`src/rtl/smem_exec.sv`:
```
module smem_exec (
  input  logic        clk,
  input  logic        rst_n,
  input  logic        instr_valid,
  input  logic [15:0] instr,
  input  logic [31:0] instr_pc,
  output logic        instr_ready,
  output logic [3:0]  rx_idx,
  input  logic [31:0] rx_data,
  output logic [3:0]  rd_idx,
  input  logic [31:0] rd_data,
  output logic        rf_we,
  output logic [3:0]  rf_waddr,
  output logic [31:0] rf_wdata,
  output logic        pc_load,
  output logic [31:0] pc_target,
  output logic        mem_req,
  output logic        mem_we,
  output logic [31:0] mem_addr,
  output logic [31:0] mem_wdata,
  input  logic [31:0] mem_rdata,
  input  logic        mem_ready,
  output logic        resv_set,
  output logic        resv_check,
  output logic [31:0] resv_addr,
  input  logic        resv_ok,
  output logic        flag_n,
  output logic        flag_z,
  output logic        flag_v,
  output logic        flag_c
);
  localparam logic [2:0] OP_MOV   = 3'd7;
  localparam logic [2:0] OP_MOVF  = 3'd6;
  localparam logic [2:0] OP_LD    = 3'd5;
  localparam logic [2:0] OP_LDF   = 3'd4;
  localparam logic [2:0] OP_JSR   = 3'd3;
  localparam logic [2:0] OP_ST    = 3'd2;
  localparam logic [2:0] OP_LDLK  = 3'd1;
  localparam logic [2:0] OP_STC   = 3'd0;

  logic [3:0]  cc;
  logic [2:0]  op_q;
  logic [3:0]  dst_q;

  wire [3:0]  dst     = instr[11:8];
  wire [3:0]  xr      = instr[3:0];
  wire [2:0]  op      = instr[6:4];
  wire        in_grp  = (instr[15:12] == 4'hF) && instr[7];
  wire        go      = instr_valid && !mem_req && in_grp;
  wire [31:0] next_pc = instr_pc + 32'd2;
  wire [31:0] ea      = (xr == 4'd0) ? next_pc : rx_data;
  wire [31:0] ea_word = {ea[31:2], 2'b00};
  wire        done    = mem_req && mem_ready;

  function automatic logic [3:0] cc_of(input logic [31:0] v);
    logic zb;
    zb = (v[7:0] == 8'd0) || (v[15:8] == 8'd0) || (v[23:16] == 8'd0) || (v[31:24] == 8'd0);
    return {v[31], v == 32'd0, 1'b0, zb};
  endfunction

  assign instr_ready = !mem_req;
  assign rx_idx      = xr;
  assign rd_idx      = dst;
  assign resv_set    = go && (op == OP_LDLK);
  assign resv_check  = go && (op == OP_STC);
  assign resv_addr   = ea_word;
  assign {flag_n, flag_z, flag_v, flag_c} = cc;

  always_ff @(posedge clk or negedge rst_n) begin
    if (!rst_n) begin
      cc        <= 4'd0;
      rf_we     <= 1'b0;
      rf_waddr  <= 4'd0;
      rf_wdata  <= 32'd0;
      pc_load   <= 1'b0;
      pc_target <= 32'd0;
      mem_req   <= 1'b0;
      mem_we    <= 1'b0;
      mem_addr  <= 32'd0;
      mem_wdata <= 32'd0;
      op_q      <= 3'd0;
      dst_q     <= 4'd0;
    end else begin
      rf_we   <= 1'b0;
      pc_load <= 1'b0;
      if (go) begin
        op_q  <= op;
        dst_q <= dst;
        case (op)
          OP_MOV, OP_MOVF: begin
            rf_we    <= dst != 4'd0;
            rf_waddr <= dst;
            rf_wdata <= ea;
            if (op == OP_MOVF) cc <= cc_of(ea);
          end
          OP_JSR: begin
            rf_we     <= dst != 4'd0;
            rf_waddr  <= dst;
            rf_wdata  <= next_pc;
            pc_load   <= 1'b1;
            pc_target <= ea;
          end
          OP_LD, OP_LDF, OP_LDLK: begin
            mem_req  <= 1'b1;
            mem_we   <= 1'b0;
            mem_addr <= ea_word;
          end
          OP_ST: begin
            mem_req   <= 1'b1;
            mem_we    <= 1'b1;
            mem_addr  <= ea_word;
            mem_wdata <= rd_data;
          end
          default: begin
            cc <= {2'b00, !resv_ok, 1'b0};
            if (resv_ok) begin
              mem_req   <= 1'b1;
              mem_we    <= 1'b1;
              mem_addr  <= ea_word;
              mem_wdata <= rd_data;
            end
          end
        endcase
      end else if (done) begin
        mem_req <= 1'b0;
        mem_we  <= 1'b0;
        if (!mem_we) begin
          rf_we    <= dst_q != 4'd0;
          rf_waddr <= dst_q;
          rf_wdata <= mem_rdata;
          if (op_q != OP_LD) cc <= cc_of(mem_rdata);
        end
      end
    end
  end

  p_no_r0_write_r5: assert property (@(posedge clk) disable iff (!rst_n)
    rf_we |-> rf_waddr != 4'd0);
  p_jump_keeps_flags_r6: assert property (@(posedge clk) disable iff (!rst_n)
    pc_load |-> $stable(cc));
  p_req_held_r7: assert property (@(posedge clk) disable iff (!rst_n)
    mem_req && !mem_ready |=> mem_req && $stable(mem_addr) && $stable(mem_we) && $stable(mem_wdata));
  p_release_r9: assert property (@(posedge clk) disable iff (!rst_n)
    mem_req && mem_ready |=> !mem_req && instr_ready);
  p_lock_loads_r10: assert property (@(posedge clk) disable iff (!rst_n)
    resv_set |=> mem_req && !mem_we);
  p_cond_fail_r11: assert property (@(posedge clk) disable iff (!rst_n)
    resv_check && !resv_ok |=> !mem_req && cc == 4'b0010);
endmodule

```
`config.mk`:
```
export PLATFORM = sky130hd
export DESIGN_NAME = smem_exec
export DESIGN_NICKNAME = d
export VERILOG_FILES = /design/src/rtl/smem_exec.sv
export SDC_FILE = /design/constraint.sdc
export NUM_CORES = 1
export LEC_CHECK = 0
export BUFFER_PORTS_ARGS = -buffer_cell sky130_fd_sc_hd__buf_4
export CELL_PAD_IN_SITES_DETAIL_PLACEMENT = 1
export CELL_PAD_IN_SITES_GLOBAL_PLACEMENT = 2
export CORE_ASPECT_RATIO = 0.6
export CORE_MARGIN = 1.5
export CORE_UTILIZATION = 25
export DETAILED_ROUTE_END_ITERATION = 8
export PLACE_DENSITY_LB_ADDON = 0.1
export SYNTH_ARGS = -nofsm -noshare
export SYNTH_HDL_FRONTEND = slang
export SYNTH_SLANG_ARGS = --single-unit
```
`constraint.sdc`:
```
create_clock -name clk -period 2.8 [get_ports clk]
set_clock_uncertainty 0.2 [all_clocks]
set_input_delay 0.28 -clock clk [delete_from_list [all_inputs] [get_ports clk]]
set_output_delay 0.28 -clock clk [all_outputs]
set_load 0.02 [all_outputs]
```
==> flow_summary.toml <==
[status]
status = "finished clean"

[detailed_routing]
antenna_left = 0
drt-initial-drc-count = 348
via_count = 8095
wl_per_cell_um = 20.9
route.detailed.drc = 0
firstDrtPassIters = 6
post_drt_via_cell_ratio = 4.71
drt_wl_total_mm = 35.8

[global_routing]
antenna_found_initial = 0
gr-total-overflow = 0
grt_max_degree = 56
grtUsageTotal = 0.225
grt_pass1_wl_mm = 54.3
first_global_vias = 8891

[floorplan]
die-width_um = 230
dieArea_mm2 = 0.0321
die_y_um = 139
design.core.area_mm2 = 0.0302
row_count = 49
initial_core_util = 0.256
ios = 332

[setup_path]
cp.required_ns = 2.32
r2r_slack_ns = 0.31
worstPathArrival_ns = 2.27
cp_top_family = "simple AND/OR/NAND/NOR gates"
critical_path_class = "in2out"
cp-start-kind = "input pin"
path_cells = "buf_4 -> ha_4 -> nand2_2 -> or4_4 -> buf_6 -> or4_4 -> a31o_1 -> inv_2 -> buf_4 -> buf_6"
worst-path-max-fanout = 5
critPathMaxStageDelay_ns = 0.55
critPathCaptureType = "output pin"
slowest_stage = "or4_4"
path_buf_inv = 5

[placed_design]
dpl.hpwl_mm = 27.1
finalWeightedCongestion = 0.837
dpl.cell_count = 1609
io_buffer_count = 327

[logic_synthesis]
yosysMostFrequentCell = "nand2_1"
synth.area.top_cells = "dfrtp_1 (47%), nand2_1 (8.4%), mux2_2 (7.3%)"
synth_top_area_frac = 0.469
synth_top_area_cell = "dfrtp_1"
synthDistinctLibCells = 61
synth_edf_count = 0
synth_warnings = 0
ys.flop_type = "dfrtp_1"
yosysSeqAreaShare = 0.469
syn_avg_cell_area_um2 = 9.08
synth_common_cells = "nand2_1 (173), dfrtp_1 (145), o21ai_0 (85), nor2_1 (52), mux2_2 (50)"
synthArstFlopShare = 1.00
syn_inst = 853
ys_ff_latch = 145
netlist_area_mm2 = 0.00774

[clock_tree]
ctsRootBufferMaster = "clkbuf_16"
path_clk_slew_ns = 0.06
clk_latency_ns = 0.44
numCtsBuffers = 17
clockBufferDepth = 2
cts_tree = "done"
clock-sinks = 145
h-tree-depth = 4

[job]
maxCapViolations = 0

[sta]
setup_violations = 0
rsz0062_at_grt = "no"
holdWs_ns = 0.00901
min_period_over_period = 0.983
finalHoldViolCount = 0
finalMaxSlewViolations = 0
fmax_ghz = 0.363
tightest_slew_ns = 1.13
min_period_ns = 2.75
slew_headroom = 0.244

[power]
p_per_area_mw_per_mm2 = 560
p_leak_nw = 6.20
peakVddDrop_uv = 307

[final_layout]
area_growth_pct = 63.0
finalNonFillerCells = 1717
layout-drive-gt1-share = 0.442
final_net_count = 1445

[hold_path]
hold_path.class = "in2reg"
## worst min-delay path, delay by kind of cell
family	cells	cell delay, ns
buf+inv	1	0.10
compound gates	2	0.24
## path summary, 6_finish.rpt
path	startpoint	depth (start not counted)	to
min in group asynchronous	rst_n	2	pc_target[12]$_DFFE_PN0P_
max in group asynchronous	rst_n	3	rf_wdata[22]$_DFFE_PN0P_
worst max-delay path	instr_pc[1]	10	resv_addr[21]
worst min-delay path	mem_rdata[26]	3	rf_wdata[26]$_DFFE_PN0P_
worst max register to register	mem_req$_DFFE_PN0P_	7	pc_target[0]$_DFFE_PN0P_
worst min register to register	op_q[1]$_DFFE_PN0P_	2	op_q[1]$_DFFE_PN0P_
## per-layer routing
layer / up-vias / part of all wire / global-route usage
met5: - / 0 / 0
met4: 0 / 0.019 / 0.0599
met3: 43 / 0.052 / 0.0607
met2: 179 / 0.46 / 0.360
met1: 4030 / 0.47 / 0.300
li1: 3843 / - / -
## per-stage QoR
| stage | power (mW) | util | setup slack [ns] | setup TNS, ns | cell area (µm²) |
|---|---|---|---|---|---|
| 2_1_floorplan | 3.41 | - | 0.00680 | 0 | 7760 |
| 3_3_place_gp | 4.43 | 0.369 | -0.306 | -1.18 | 11100 |
| 3_5_place_dp | 4.45 | 0.369 | -0.346 | -1.80 | 11100 |
| 4_1_cts | 7.15 | 0.415 | -0.0148 | -0.0292 | 12500 |
| 5_1_grt | 7.41 | 0.418 | 0.00239 | 0 | 12600 |
| 6_report | 7.07 | 0.418 | 0.0488 | 0 | 12600 |
## where the power goes
group | internal, mW | switching (mW)
registers | 2.39 | 0.183
logic | 0.881 | 1.05
clock network | 1.46 | 1.11
## final cells by class
class / instances / area, µm²
Clock buffer: 18 / 439
Inverter: 26 / 104
Clock inverter: 14 / 193
Multi-Input combinational cell: 593 / 3620
Sequential cell: 145 / 3630
Antenna cell: 1 / 2.50
Tap cell: 408 / 510
Timing Repair Buffer: 512 / 4120
Fill cell: 3507 / 17600
## sequential cells by signal, summed over array words and instances (netlist names), 3 cells and up
signal and flops:
op_q 3, mem_addr 30, rf_waddr 4, mem_wdata 32, pc_target 32, dst_q 4
cc 4, rf_wdata 32
## what timing repair did
item | CTS | global route
setup buffers | 3 | 4
resized for setup | 18 | 14
setup endpoints to repair | 10 | 14
hold buffers | 69 | 0
pin swaps | 5 | 5
hold endpoints to repair | 121 | 0
## cell families (layout without fill, tap and decap cells)
kind of cell,Yosys count,count (layout),share of synthesized area
and+or+nand+nor,324,324,0.196
AOI/OAI and AO/OA,190,190,0.153
DFF,145,145,0.469
buffers and inverters,118,570,0.0800
muxes,55,55,0.0792
xor gates and xnor gates,19,19,0.0215
adders and majority gates,1,1,0.00162
other,1,5,0.000484
## placed cells by master (no fill, tap or decap), types with 28 or more instances in the layout
cell           Yosys  layout
nand2_1          173     171
mux2_2            50      50
a21oi_1           28      28
dlygate4sd3_1      0      69
dfrtp_1          145     145
o21ai_0           85      82
nor2_1            52      51
buf_4             42     429
Power figures use the tool's default switching activity.
